<file path="src/rtl/pmc_pkg.sv">
package pmc_pkg;
  localparam int ADDR_W = 2;
  localparam int DATA_W = 8;
  localparam int DIV_W  = 4;

  localparam logic [ADDR_W-1:0] A_MODE = 2'd0;
  localparam logic [ADDR_W-1:0] A_KEY  = 2'd1;
  localparam logic [ADDR_W-1:0] A_GATE = 2'd2;

  localparam logic [DATA_W-1:0] KEY_OPEN  = 8'h98;
  localparam logic [DATA_W-1:0] KEY_CLOSE = 8'hA8;

  localparam int B_IDLE = 0;
  localparam int B_SLOW = 1;
  localparam int B_PD   = 2;
  localparam int B_WAKE = 3;
  localparam int B_DIV  = 4;

  typedef enum logic [1:0] {
    PM_RUN       = 2'd0,
    PM_SLOW      = 2'd1,
    PM_IDLE      = 2'd2,
    PM_SLOW_IDLE = 2'd3
  } pm_state_e;
endpackage

</file>
<file path="src/rtl/pmc_rst_sync.sv">
module pmc_rst_sync (
  input  logic clk,
  input  logic rst_n,
  output logic rst_sync_n
);
  logic [1:0] sync_q;

  always_ff @(posedge clk or negedge rst_n) begin
    if (!rst_n) sync_q <= 2'b00;
    else        sync_q <= {sync_q[0], 1'b1};
  end

  assign rst_sync_n = sync_q[1];
endmodule

</file>
<file path="src/rtl/pmc_key_lock.sv">
module pmc_key_lock
  import pmc_pkg::*;
(
  input  logic              clk,
  input  logic              rst_n,
  input  logic              wr_key,
  input  logic [DATA_W-1:0] wdata,
  output logic              key_open
);
  logic open_q, open_d;

  always_comb begin
    open_d = open_q;
    if (wr_key) begin
      if (wdata == KEY_OPEN)       open_d = 1'b1;
      else if (wdata == KEY_CLOSE) open_d = 1'b0;
    end
  end

  always_ff @(posedge clk or negedge rst_n) begin
    if (!rst_n) open_q <= 1'b0;
    else        open_q <= open_d;
  end

  assign key_open = open_q;

  AST_KEY_HOLD: assert property (@(posedge clk) disable iff (!rst_n)
    !wr_key |=> $stable(key_open));
  AST_KEY_CLOSE: assert property (@(posedge clk) disable iff (!rst_n)
    (wr_key && wdata == KEY_CLOSE) |=> !key_open);
endmodule

</file>
<file path="src/rtl/pmc_mode_fsm.sv">
module pmc_mode_fsm
  import pmc_pkg::*;
(
  input  logic              clk,
  input  logic              rst_n,
  input  logic              wr_mode,
  input  logic [DATA_W-1:0] wdata,
  input  logic              key_open,
  input  logic              irq_pend,
  output pm_state_e         state,
  output logic [DIV_W-1:0]  div_sel,
  output logic [DIV_W-1:0]  div_field,
  output logic              pd_q,
  output logic              wake_q
);
  pm_state_e        state_q, state_d;
  logic [DIV_W-1:0] div_q, div_d;
  logic             pd_d, wake_d;
  logic             idle, slow, idle_d, slow_d;

  assign idle = state_q[1];
  assign slow = state_q[0];

  always_comb begin
    idle_d = idle ? !irq_pend : (wr_mode && wdata[B_IDLE]);
    slow_d = slow;
    if (wr_mode && key_open && !idle) slow_d = wdata[B_SLOW];
    pd_d   = pd_q;
    wake_d = wake_q;
    if (wr_mode && key_open) begin
      pd_d   = wdata[B_PD];
      wake_d = wdata[B_WAKE];
    end
    div_d = div_q;
    if (wr_mode && state_q == PM_RUN) div_d = wdata[B_DIV +: DIV_W];
    state_d = pm_state_e'({idle_d, slow_d});
  end

  always_ff @(posedge clk or negedge rst_n) begin
    if (!rst_n) begin
      state_q <= PM_RUN;
      div_q   <= '0;
      pd_q    <= 1'b0;
      wake_q  <= 1'b0;
    end else begin
      state_q <= state_d;
      div_q   <= div_d;
      pd_q    <= pd_d;
      wake_q  <= wake_d;
    end
  end

  assign state     = state_q;
  assign div_field = div_q;
  assign div_sel   = slow ? div_q : '0;

  AST_LOCK_SLOW: assert property (@(posedge clk) disable iff (!rst_n)
    !key_open |=> $stable(slow));
  AST_LOCK_PD: assert property (@(posedge clk) disable iff (!rst_n)
    !key_open |=> $stable({pd_q, wake_q}));
  AST_DIV_FROZEN: assert property (@(posedge clk) disable iff (!rst_n)
    (state_q != PM_RUN) |=> $stable(div_q));
  AST_IDLE_WAKE: assert property (@(posedge clk) disable iff (!rst_n)
    (idle && irq_pend) |=> !idle);
  AST_SLOW_IN_IDLE: assert property (@(posedge clk) disable iff (!rst_n)
    idle |=> $stable(slow));
endmodule

</file>
<file path="src/rtl/pmc_clk_gate.sv">
module pmc_clk_gate #(
  parameter int NUM_PERIPH = 8
) (
  input  logic                  clk,
  input  logic                  rst_n,
  input  logic                  wr_gate,
  input  logic [NUM_PERIPH-1:0] wdata,
  output logic [NUM_PERIPH-1:0] gate_q,
  output logic [NUM_PERIPH-1:0] periph_clk_en
);
  for (genvar i = 0; i < NUM_PERIPH; i++) begin : g_bit
    logic off_d;
    always_comb off_d = wr_gate ? wdata[i] : gate_q[i];
    always_ff @(posedge clk or negedge rst_n) begin
      if (!rst_n) gate_q[i] <= 1'b0;
      else        gate_q[i] <= off_d;
    end
    assign periph_clk_en[i] = !gate_q[i];
  end

  AST_GATE_WRITE: assert property (@(posedge clk) disable iff (!rst_n)
    wr_gate |=> (periph_clk_en == ~$past(wdata)));
endmodule

</file>
<file path="src/rtl/pwr_mode_ctrl.sv">
module pwr_mode_ctrl
  import pmc_pkg::*;
#(
  parameter int NUM_PERIPH = 8
) (
  input  logic                  clk,
  input  logic                  rst_n,
  input  logic                  bus_wr,
  input  logic [1:0]            bus_addr,
  input  logic [7:0]            bus_wdata,
  output logic [7:0]            bus_rdata,
  input  logic                  irq_pend,
  output logic                  cpu_clk_en,
  output logic [3:0]            clk_div_sel,
  output logic                  pd_req,
  output logic                  wake_cfg,
  output logic [NUM_PERIPH-1:0] periph_clk_en,
  output logic [1:0]            pm_state
);
  logic             rst_sync_n, key_open;
  logic             wr_mode, wr_key, wr_gate;
  pm_state_e        state;
  logic [DIV_W-1:0] div_field;
  logic [NUM_PERIPH-1:0] gate_q;

  initial begin
    assert (NUM_PERIPH >= 1 && NUM_PERIPH <= DATA_W);
  end

  assign wr_mode = bus_wr && bus_addr == A_MODE;
  assign wr_key  = bus_wr && bus_addr == A_KEY;
  assign wr_gate = bus_wr && bus_addr == A_GATE;

  pmc_rst_sync u_rst (.clk(clk), .rst_n(rst_n), .rst_sync_n(rst_sync_n));

  pmc_key_lock u_key (
    .clk(clk), .rst_n(rst_sync_n), .wr_key(wr_key), .wdata(bus_wdata),
    .key_open(key_open));

  pmc_mode_fsm u_fsm (
    .clk(clk), .rst_n(rst_sync_n), .wr_mode(wr_mode), .wdata(bus_wdata),
    .key_open(key_open), .irq_pend(irq_pend), .state(state),
    .div_sel(clk_div_sel), .div_field(div_field), .pd_q(pd_req),
    .wake_q(wake_cfg));

  pmc_clk_gate #(.NUM_PERIPH(NUM_PERIPH)) u_gate (
    .clk(clk), .rst_n(rst_sync_n), .wr_gate(wr_gate),
    .wdata(bus_wdata[NUM_PERIPH-1:0]), .gate_q(gate_q),
    .periph_clk_en(periph_clk_en));

  assign cpu_clk_en = !state[1];
  assign pm_state   = state;

  always_comb begin
    bus_rdata = '0;
    case (bus_addr)
      A_MODE: begin
        bus_rdata[B_IDLE]           = state[1];
        bus_rdata[B_SLOW]           = state[0];
        bus_rdata[B_PD]             = pd_req;
        bus_rdata[B_WAKE]           = wake_cfg;
        bus_rdata[B_DIV +: DIV_W]   = div_field;
      end
      A_KEY:   bus_rdata[0] = key_open;
      A_GATE:  bus_rdata[NUM_PERIPH-1:0] = gate_q;
      default: bus_rdata = '0;
    endcase
  end

  AST_IDLE_CPU_OFF: assert property (@(posedge clk) disable iff (!rst_sync_n)
    (wr_mode && bus_wdata[B_IDLE]) |=> !cpu_clk_en);
endmodule

</file>
<file path="config.mk">
export PLATFORM = sky130hd
export DESIGN_NAME = pwr_mode_ctrl
export DESIGN_NICKNAME = d
export VERILOG_FILES = /design/src/rtl/pmc_pkg.sv /design/src/rtl/pmc_rst_sync.sv /design/src/rtl/pmc_key_lock.sv /design/src/rtl/pmc_mode_fsm.sv /design/src/rtl/pmc_clk_gate.sv /design/src/rtl/pwr_mode_ctrl.sv
export SDC_FILE = /design/constraint.sdc
export NUM_CORES = 1
export LEC_CHECK = 0
export BUFFER_PORTS_ARGS = -buffer_cell sky130_fd_sc_hd__buf_2
export CORE_MARGIN = 2
export CORE_UTILIZATION = 26
export DETAILED_ROUTE_END_ITERATION = 10
export SLEW_MARGIN = 20
export SYNTH_ARGS = -nofsm -noshare
export SYNTH_HDL_FRONTEND = slang
export SYNTH_SLANG_ARGS = --single-unit
export TNS_END_PERCENT = 30
</file>
<file path="constraint.sdc">
create_clock -name clk -period 0.8 [get_ports clk]
set_input_delay 0.04 -clock clk [delete_from_list [all_inputs] [get_ports clk]]
set_output_delay 0.04 -clock clk [all_outputs]
set_load 0.02 [all_outputs]
</file>
After elaboration in Yosys (flattened, before gate mapping)

Cells that the tools add are included.

Output and inout port bits: 25
Input port bits: 14
Word-level logic and storage cells: 46
Register bits after elaboration: 19

Mux-type cells: 6
Eq/ne operators: 4
Reductions and logical operators: 21

Operator list:

| operator                                             | count |
|---|---|
| equality test 8 bit (second input constant)          | 2 |
| one-hot mux 7 bit (2 select lines)                   | 1 |
| logical NOT 1 bit                                    | 10 |
| logical AND 1 bit                                    | 7 |
| logical NOT 2 bit                                    | 2 |
| 2-to-1 mux 4 bit                                     | 1 |
| 2-to-1 mux 1 bit                                     | 3 |
| one-hot mux 1 bit (3 select lines)                   | 1 |
| equality test 2 x 1 -> 1 bit (second input constant) | 1 |
| equality test 2 bit (second input constant)          | 1 |
| AND reduction 2 bit                                  | 1 |
| nonzero test 2 bit                                   | 1 |

Depth between registers and ports, before layout

Gate-level depths: netlist of run 1.

Depth in word-level cells: 4
Depth in mapped cells: 4
Mapped depth without buffers: 3

By module

Synthesis of run 1 repeated with hierarchy kept, for this count alone.

Cell total of the unflattened synthesis: 82
Area, all modules: 1019.7 um^2

Modules (own cells, without submodules):

| module        | area each (um^2) | sequential area each (um^2) | cells each | instances |
|---|---|---|---|---|
| pmc_clk_gate  | 361.6            | 200.2                       | 25         | 1 |
| pmc_mode_fsm  | 347.8            | 200.2                       | 24         | 1 |
| pwr_mode_ctrl | 166.4            | 0.0                         | 23         | 1 |
| pmc_key_lock  | 90.1             | 25.0                        | 7          | 1 |
| pmc_rst_sync  | 53.8             | 50.0                        | 3          | 1 |

Least setup slack after synthesis of run 1

No wires, ideal clock.

Path kind: reg-to-reg
From: register u_fsm.state_q[0] (netlist: u_fsm.state[0])
To: register u_fsm.div_q[0] (netlist: u_fsm.div_field[0])
Library setup time: 0.128 ns
Path slack: -0.358 ns
Stages on the path, launching flop included: 4
Required time: 0.672 ns
Clock period less this slack: 1.158 ns
Path buffers: 0
Arrival time: 1.030 ns
Cells stage by stage: dfrtp_1 nor2_1 nand2_1 mux2_1

Word-level cells in the longest chain between the ends: 2

Ends and longest elaborated chain:

| what                   | line               | RTL |
|---|---|---|
| start, declared        | pmc_mode_fsm.sv:16 | `pm_state_e state_q, state_d;` |
| start signal, assigned | pmc_mode_fsm.sv:46 | `state_q <= state_d;` |
| logical NOT 2 bit      | pmc_mode_fsm.sv:35 | `if (wr_mode && state_q == PM_RUN) div_d = wdata[B_DIV +: DIV_W];` |
| logical AND 1 bit      | pmc_mode_fsm.sv:35 |  |
| end signal, assigned   | pmc_mode_fsm.sv:47 | `div_q <= div_d;` |
| end, declared          | pmc_mode_fsm.sv:17 | `logic [DIV_W-1:0] div_q, div_d;` |

Every way passes these cells.
A chain may end at the register's enable or synchronous reset.

Final worst setup path of run 1

From: register u_fsm.state_q[1] (netlist: u_fsm.state[1])
To: output port bus_rdata[0]

Word-level cells in the longest chain between the ends: 1

Ends and longest elaborated chain:

| what                               | line                | RTL |
|---|---|---|
| one-hot mux 1 bit (3 select lines) | pwr_mode_ctrl.sv:56 | `case (bus_addr)` |
| end, declared                      | pwr_mode_ctrl.sv:11 | `output logic [7:0] bus_rdata,` |

Every way passes these cells.

==> metrics.md, run 1 <==
| Metric | Value |
|---|---|
| Post-Place Worst Slack | -0.4374 ns |
| CTS clk-pin slew, worst paths | 0.12 ns |
| TritonCTS clock tree | yes |
| Synth Area per Inst | 11.25 um^2 |
| DRC | 0 |
| Worst Setup End Kind | primary output |
| Commonest non-fill, non-tap cell in the layout | buf_4 |
| Layout cells sized above 1 | 0.6405 |
| Internal cell power | 1.884 mW |
| WL final | 2680 um |
| Cells after synthesis | 84 |
| Area Growth Syn to Fin | 75.76% |
| CTS Buffer Depth | 2 |
| Synth Register Bits | 19 |
| Reg2Reg Depth | 4 |
| Post-synth cell types | 22 |
| Antenna Cells | 0 |
| PortBufs | 38 |
| Largest area contributor in the netlist | dfrtp_1 |
| CTS Sinks | 19 |
| Io pins | 39 |
| Gpl congestion | 0.7081 |
| Worst setup SP type | register |
| Area of the mapped netlist | 944.7 um^2 |
| Cell Count, Final, Fillers Out | 199 |
| Pwr Total | 2.781 mW |
| Worst setup startpoint | u_fsm.state[1] |
| Wire per inst | 13.47 um |
| Final net count | 168 |
| Final setup violation count | 36 |
| Overall Global Routing Usage | 0.1343 |
| Initial antenna violation count | 0 |
| Worst EP arrival | 1.25 ns |
| Grt total ovfl | 0 |
| Skew-Pair Late Insertion Delay | 0.30 ns |
| Synth top area share | 0.5033 |
| Drt pass-1 iters | 4 |
| Maximum capacitance violations | 0 |
| TritonCTS buffer count | 3 |
| Iteration-0 DRC Markers | 20 |
| Net Sw Power | 0.8967 mW |
| Hold WS | 0.01475 ns |
| Post-Place Cells | 183 |
| Worst setup margin | -0.4901 ns |
| RSZ-0062 raised after global routing | true |
| Die width | 64.28 um |
| Slew headroom | 0.6479 |
| Crit Path Category | register to primary output |
| ANT nets after route | 0 |
| Combinational share of power | 0.386 |
| Number of global-route vias before repair | 902 |
| Switching share of power | 0.3225 |
| Via total after detailed routing | 862 |
| Layout Skew | 0.01084 ns |
| Failing checks | setup timing |
| H-Tree Depth | 1 |
| Slack of the worst reg-to-reg path | -0.42 ns |
| First-pass GRT wire length | 4278 um |
| DPL Wire Length | 1860 um |
| TNS Setup | -9.832 ns |
| Setup crit end | bus_rdata[0] |
| Rows | 21 |
| Pwr dens | 1675 nW/um^2 |
| Final critical-path share of the clock period | 1.613 |
| Starting density of the core | 0.2766 |
| Status | finished, violations left |
| Final Hold Viols | 0 |
| Most frequent cells in the layout | 23 x buf_4, 21 x buf_6, 19 x buf_2, 17 x dfrtp_1, 13 x mux2_4 |
| F_max | 775.1 MHz |
| Req. time, crit path | 0.76 ns |
| Clk pwr share | 0.176 |
| Hold Path Class | input pin to register |
| Net Count, Synth | 98 |
| Minimum clock period | 1.290 ns |
| Top cells by area, synth | dfrtp_1 50%, mux2_1 14%, mux2i_1 8.5%, inv_1 4.4%, nor2_1 3.6% |
| Leak pwr | 0.8796 nW |
| Reg2reg end | u_fsm.pd_q |
| Max-slew violation count | 0 |
| Die Ht | 64.28 um |
| Die Footprint | 4131 um^2 |
| Share of power burned in registers | 0.438 |
| Seq/Total Area, Yosys | 0.5033 |
| Yosys warns | 0 |
| Root Buffer | clkbuf_4 |
| Hold path start | bus_wdata[4] |
| Largest net degree at the start of global routing | 18 |
| Worst-Margin Slew | 0.5270 ns |
| Worst reg2reg path startpoint | u_key.key_open |
| Drt via density | 4.332 |
| VDD IR max | 0.0008170 V |
| Critical Path Fanout Max | 3 |
| Core footprint | 3416 um^2 |
-- worst min-delay path by stage --
stage	endpoint	slack, ns	cells past startpoint
finish	u_fsm.div_field[0]	0.01	2
global placement	u_rst.sync_q[0]	-0.17	1
global route	u_gate.gate_q[1]	0.005	2
detailed placement	u_rst.sync_q[0]	-0.17	1
floorplan	u_rst.sync_q[0]	-0.26	0
CTS	u_fsm.state[0]	-0.01	2
-- stage by stage --
step                cell area, um^2  utilization
floorplan                     969.7            -
global placement               1336       0.3912
detailed placement             1336       0.3912
CTS                            1635       0.4788
global route                   1660       0.4861
finish                         1660       0.4861
-- synthesized netlist by cell type --
cell type  instances
mux2_2             2
inv_1             11
mux2_1            12
mux2i_1            8
buf_1              1
o22ai_1            1
o21ai_1            2
dfrtp_1           19
nand2_1            3
nor3b_1            1
nand2b_1           1
and2_1             4
a21boi_1           1
or4b_4             1
nand3b_1           2
o41ai_1            1
nand3_1            1
nand4bb_1          1
conb_1             1
o41ai_2            1
buf_2              1
nor2_1             9
-- cell families after synthesis --
| group | count (synthesis) | share of synthesized area |
|---|---|---|
| other | 1 | 0.003970 |
| buffers and inverters | 13 | 0.05297 |
| AOI/OAI and AO/OA | 6 | 0.05167 |
| muxes | 22 | 0.2517 |
| DFF | 19 | 0.5033 |
| and+or+nand+nor | 23 | 0.1364 |
-- final cells by class --
| type | instances | area [um^2] |
|---|---|---|
| clock buffers | 4 | 26.28 |
| fillers | 317 | 1755 |
| inverters | 11 | 43.79 |
| multi-input cells | 52 | 510.5 |
| flip-flops and latches | 19 | 478.0 |
| well taps | 46 | 57.56 |
| repair buffers | 67 | 544.3 |
-- registers in the layout, summed over array words and instances, names as in the netlist --
signal / count
u_gate.gate_q: 8
u_rst.sync_q: 2
u_key.key_open: 1
u_fsm.div_field: 4
u_fsm.pd_q: 1
u_fsm.wake_q: 1
u_fsm.state: 2
-- per-layer routing --
| layer | track usage | wire length, um | vias up |
|---|---|---|---|
| met5 | 0 | 0 | - |
| met4 | 0.03191 | 0 | 0 |
| met3 | 0.01761 | 109 | 0 |
| met2 | 0.2435 | 1388 | 29 |
| met1 | 0.1679 | 1181 | 411 |
| li1 | - | - | 422 |
-- worst max-delay path, cell delays in order (launching register included) --
cell and delay (ns):
dfrtp_2 0.43, buf_6 0.12, mux2i_2 0.17, o22ai_2 0.10, buf_6 0.13
-- power by group through the flow --
stage | Combinational [mW] | Sequential, mW | Clock (mW)
after floorplan | 0.434 | 1.22 | 0
after global placement | 0.731 | 1.21 | 0
after detailed placement | 0.742 | 1.23 | 0
after CTS | 1.05 | 1.21 | 0.510
after global routing | 1.15 | 1.24 | 0.543
final | 1.07 | 1.22 | 0.490
-- timing repair --
action | CTS | global route
hold endpoints to repair | 5 | 1
pin swaps | 7 | 2
buffers inserted | 8 | 0
endpoints found under the setup margin | 41 | 39
hold buffers | 3 | 1
gates resized for setup | 58 | 8
No activity file was read; power rests on OpenSTA's default activity.
==> run 2: changes to the inputs <==
--- a/config.mk
+++ b/config.mk
@@ -9,6 +9,7 @@
 export CORE_MARGIN = 2
 export CORE_UTILIZATION = 26
 export DETAILED_ROUTE_END_ITERATION = 10
+export REMOVE_ABC_BUFFERS = 1
 export SLEW_MARGIN = 20
 export SYNTH_ARGS = -nofsm -noshare
 export SYNTH_HDL_FRONTEND = slang
==> run 2 against run 1 <==
Effect of this change:
- the flow still finishes with violations (setup timing)
- design area is 0.75% higher
- register-to-register slack improved by 0.02 ns
- worst setup slack improved by 0.010 ns
- clock-buffer cell count did not move
- hold slack lost 0.0066 ns
- sequential share of layout area fell by 0.36 points
- critical path depth did not move
- clock power rose by 0.8%
- total power grew 0.56%
- critical endpoint unchanged
- largest power group unchanged
==> metrics.md, run 2 (synthesized netlist as in run 1, its figures left out) <==
| Metric | Value |
|---|---|
| Worst EP arrival | 1.24 ns |
| Grt total ovfl | 0 |
| Critical Path Fanout Max | 2 |
| VDD IR max | 0.0008576 V |
| Crit Path Category | register to primary output |
| First-pass GRT wire length | 4671 um |
| Overall Global Routing Usage | 0.1466 |
| Reg2Reg Depth | 4 |
| Pwr dens | 1672 nW/um^2 |
| Cell Count, Final, Fillers Out | 201 |
| TritonCTS buffer count | 3 |
| DPL Wire Length | 1935 um |
| Drt via density | 4.498 |
| Number of global-route vias before repair | 1049 |
| WP buf/inv | 2 |
| Worst reg2reg path startpoint | u_fsm.state[1] |
| Commonest non-fill, non-tap cell in the layout | buf_6 |
| Layout cells sized above 1 | 0.6258 |
| Iteration-0 DRC Markers | 27 |
| Max-slew violation count | 0 |
| Root Buffer | clkbuf_4 |
| Die width | 64.28 um |
| Io pins | 39 |
| Die Ht | 64.28 um |
| Via total after detailed routing | 904 |
| Critical path's top delay family | flip-flops |
| Hold Crit Endpoint | u_gate.gate_q[7] |
| Final critical-path share of the clock period | 1.600 |
| PortBufs | 38 |
| Gpl congestion | 0.7444 |
| Minimum clock period | 1.280 ns |
| Antenna Cells | 0 |
| CTS clk-pin slew, worst paths | 0.11 ns |
| Final net count | 170 |
| Rows | 21 |
| Maximum capacitance violations | 0 |
| Largest Register | u_gate.gate_q |
| Starting density of the core | 0.2766 |
| Wire per inst | 13.81 um |
| Slowest stage delay, CP | 0.42 ns |
| Status | finished, violations left |
| Placed inst area | 1334 um^2 |
| WL final | 2775 um |
| TritonCTS clock tree | yes |
| Slack of the worst reg-to-reg path | -0.40 ns |
| CTS Buffer Depth | 2 |
| Finished Cell Area | 1673 um^2 |
| Failing checks | setup timing |
| Crit-path cells | buf_6 > mux2i_1 > o22ai_1 > buf_4 |
| Drt pass-1 iters | 4 |
| Most frequent cells in the layout | 22 x buf_6, 21 x buf_4, 20 x buf_2, 19 x dfrtp_1, 13 x mux2_4 |
| Finished Core Util | 0.4897 |
| Area Growth Syn to Fin | 77.09% |
| Skew-Pair Late Insertion Delay | 0.30 ns |
| Initial antenna violation count | 0 |
| RSZ-0062 raised after global routing | true |
| Req. time, crit path | 0.76 ns |
| Final Hold Viols | 0 |
| ANT nets after route | 0 |
| DRC | 0 |
| Hold path start | bus_wdata[7] |
| CTS Sinks | 19 |
| Hold Crit Depth | 2 |
| Largest net degree at the start of global routing | 18 |
| Hold Path Class | input pin to register |
| Leak pwr | 0.8909 nW |
| Worst setup SP type | register |
| Die Footprint | 4131 um^2 |
| Post-Place Cells | 186 |
| Max reg flops | 8 |
| Post-Place Worst Slack | -0.4441 ns |
| Reg2reg end | u_fsm.state[0] |
| H-Tree Depth | 1 |
| F_max | 781.4 MHz |
| Worst setup margin | -0.4797 ns |
| Pwr Total | 2.796 mW |
| Final setup violation count | 36 |
| Layout Skew | 0.003068 ns |
| Core footprint | 3416 um^2 |
| CP max-delay cell | dfrtp_1 |
| Fill cells | 334 |
| Worst Setup End Kind | primary output |
-- run 2: stage by stage --
stage | TNS (ns) | hold WS (ns)
4_1_cts | -9.861 | 0.004141
5_1_grt | -11.15 | 0.006904
6_report | -9.581 | 0.008142
2_1_floorplan | -3.364 | -0.2556
3_5_place_dp | -4.827 | -0.1715
3_3_place_gp | -4.532 | -0.1732
-- run 2: worst max path at each step --
stage / start / to / slack (ns) / cells after the start
after floorplan: u_fsm.state[0] / u_fsm.div_field[0] / -0.36 / 3
after global placement: bus_wdata[1] / u_key.key_open / -0.42 / 4
after detailed placement: bus_wdata[1] / u_key.key_open / -0.44 / 4
after CTS: u_fsm.state[1] / bus_rdata[0] / -0.48 / 4
after global routing: u_fsm.state[1] / bus_rdata[0] / -0.53 / 4
final: u_fsm.state[1] / bus_rdata[0] / -0.48 / 4
-- run 2: where the power goes --
part           total (mW)  internal, mW  switching, mW
logic                1.09         0.601          0.489
clock network       0.494         0.194          0.300
registers            1.21          1.10          0.112
total                2.80          1.89          0.902
-- run 2: layout make-up --
class,count,area [um^2],area share
Timing Repair Buffer,69,565.5,0.3381
Inverter,11,43.79,0.02618
Sequential cell,19,475.5,0.2842
Clock buffer,4,26.28,0.01571
Tap cell,46,57.56,0.03441
Multi-Input combinational cell,52,504.2,0.3014
-- run 2: timing repair --
action                                 in CTS  in global routing
setup endpoints to repair                  41                 40
hold buffers                                6                  0
resized for setup                          52                 19
pin swaps                                   4                  2
endpoints found under the hold margin       9                  0
setup buffers                               3                  2
-- run 2: metal layers --
layer	up-vias	track usage	wire (um)
li1	427	-	-
met1	433	0.1659	1160
met2	34	0.2617	1424
met3	10	0.02465	112
met4	0	0.07713	78
met5	-	0	0
==> run 3: changes to the inputs <==
--- a/config.mk
+++ b/config.mk
@@ -7,9 +7,10 @@
 export LEC_CHECK = 0
 export BUFFER_PORTS_ARGS = -buffer_cell sky130_fd_sc_hd__buf_2
 export CORE_MARGIN = 2
-export CORE_UTILIZATION = 26
+export CORE_UTILIZATION = 30
 export DETAILED_ROUTE_END_ITERATION = 10
 export REMOVE_ABC_BUFFERS = 1
+export SETUP_SLACK_MARGIN = 0.02
 export SLEW_MARGIN = 20
 export SYNTH_ARGS = -nofsm -noshare
 export SYNTH_HDL_FRONTEND = slang
==> run 3 against run 2 <==
Effect of this change:
- the run still ends with setup timing left
- clock power increased by 4.3%
- non-clock buffer count increased by 2
- combinational power about the same
- highest routed layer unchanged
==> metrics.md, run 3 (synthesized netlist as in run 1, its figures left out) <==
| Metric | Value |
|---|---|
| WL final | 2724 um |
| Starting density of the core | 0.3120 |
| CTS clk-pin slew, worst paths | 0.11 ns |
| Post-Place Worst Slack | -0.4888 ns |
| Failing checks | setup timing |
| Max reg flops | 8 |
| Number of global-route vias before repair | 890 |
| Iteration-0 DRC Markers | 51 |
| Core footprint | 3028 um^2 |
| Max-slew violation count | 0 |
| Hold path start | bus_wdata[2] |
| TritonCTS clock tree | yes |
| DPL Wire Length | 1847 um |
| Placed inst area | 1324 um^2 |
| Worst setup startpoint | u_key.key_open |
| Layout Skew | 0.003037 ns |
| Final critical-path share of the clock period | 1.591 |
| Worst setup margin | -0.4726 ns |
| First-pass GRT wire length | 4160 um |
| Via total after detailed routing | 890 |
| Die Footprint | 3614 um^2 |
| Wire per inst | 13.55 um |
| Layout cells sized above 1 | 0.6051 |
| Crit-path cells | buf_6 > mux2i_1 > o22ai_1 > buf_4 |
| Final Hold Viols | 0 |
| Area Growth Syn to Fin | 79.20% |
| Grt total ovfl | 0 |
| Req. time, crit path | 0.76 ns |
| Minimum clock period | 1.273 ns |
| Die width | 60.12 um |
| Rows | 20 |
| TritonCTS buffer count | 3 |
| H-Tree Depth | 1 |
| VDD IR max | 0.0007387 V |
| Finished Cell Area | 1693 um^2 |
| Drt via density | 4.428 |
| Crit Path Category | register to primary output |
| Most frequent cells in the layout | 22 x buf_4, 22 x buf_6, 20 x buf_2, 19 x dfrtp_1, 12 x mux2_4 |
| RSZ-0062 raised after global routing | true |
| Worst reg2reg path startpoint | u_key.key_open |
| Finished Core Util | 0.5591 |
| Io pins | 39 |
| CTS Buffer Depth | 2 |
| Maximum capacitance violations | 0 |
| DRC | 0 |
| Hold WS | 0.01454 ns |
| Status | finished, violations left |
| CTS Sinks | 19 |
| Gpl congestion | 0.7807 |
| Final setup violation count | 38 |
| Largest net degree at the start of global routing | 18 |
| Antenna Cells | 0 |
| Worst EP arrival | 1.23 ns |
| Largest Register | u_gate.gate_q |
| Worst setup SP type | register |
| Leak pwr | 0.9008 nW |
| Worst Setup End Kind | primary output |
| Skew-Pair Late Insertion Delay | 0.30 ns |
| Overall Global Routing Usage | 0.1574 |
| PortBufs | 38 |
| Drt pass-1 iters | 4 |
| Slowest stage delay, CP | 0.42 ns |
| F_max | 785.8 MHz |
| Pwr dens | 1670 nW/um^2 |
| Post-Place Cells | 183 |
| CP max-delay cell | dfrtp_1 |
| Die Ht | 60.12 um |
| Cell Count, Final, Fillers Out | 201 |
| ANT nets after route | 0 |
| Final net count | 172 |
| Root Buffer | clkbuf_4 |
| Initial antenna violation count | 0 |
| Critical Path Fanout Max | 2 |
| Hold Path Class | input pin to register |
-- run 3: critical path, delay by kind of cell, from the launching register on --
kind	cells	cell delay, ns
buffers and inverters	2	0.28
AOI/OAI and AO/OA	1	0.11
muxes	1	0.12
DFF	1	0.42
-- run 3: layout make-up --
cell class              instances  area (um^2)
clock buffers                   3        22.52
well taps                      44        55.05
repair buffers                 71        583.1
clock inverters                 1        7.507
multi-input cells              52        505.5
flip-flops and latches         19        475.5
inverters                      11        43.79
fillers                       267         1335
-- run 3: metal layers --
| layer | up-vias | wire (um) | global-route usage |
|---|---|---|---|
| met2 | 28 | 1400 | 0.2609 |
| met3 | 4 | 118 | 0.02381 |
| li1 | 427 | - | - |
| met1 | 431 | 1152 | 0.1939 |
| met5 | - | 0 | 0 |
| met4 | 0 | 53 | 0.08571 |
-- run 3: timing repair --
| item | CTS | global route |
|---|---|---|
| setup buffers | 4 | 3 |
| hold buffers | 6 | 1 |
| gates resized for setup | 53 | 15 |
| setup endpoints to repair | 41 | 41 |
| pin swaps | 3 | 2 |
| endpoints found under the hold margin | 13 | 2 |
| cloned | 0 | 0 |
-- run 3: worst paths after layout --
path / endpoint / slack (ns) / cells after the start
worst max-delay path: bus_rdata[0] / -0.47 / 4
min in group asynchronous: u_rst.sync_q[1] / 0.03 / 2
max in group asynchronous: u_fsm.state[1] / 0.40 / 1
worst max register to register: u_fsm.state[0] / -0.39 / 4
worst min-delay path: u_fsm.pd_q / 0.01 / 2
worst min register to register: u_gate.gate_q[5] / 0.20 / 1
-- run 3: power by group --
group	switching [mW]	total (mW)	internal, mW	leakage [nW]
combinational	0.494	1.11	0.612	0.652
clock	0.325	0.515	0.191	0.0139
sequential	0.108	1.21	1.10	0.235
total	0.926	2.83	1.90	0.901
-- run 3: through the flow --
stage	power, mW	setup TNS, ns
6_report	2.828	-9.852
5_1_grt	3.004	-11.65
4_1_cts	2.789	-10.04
3_5_place_dp	1.949	-4.838
3_3_place_gp	1.923	-4.743
2_1_floorplan	1.619	-3.364
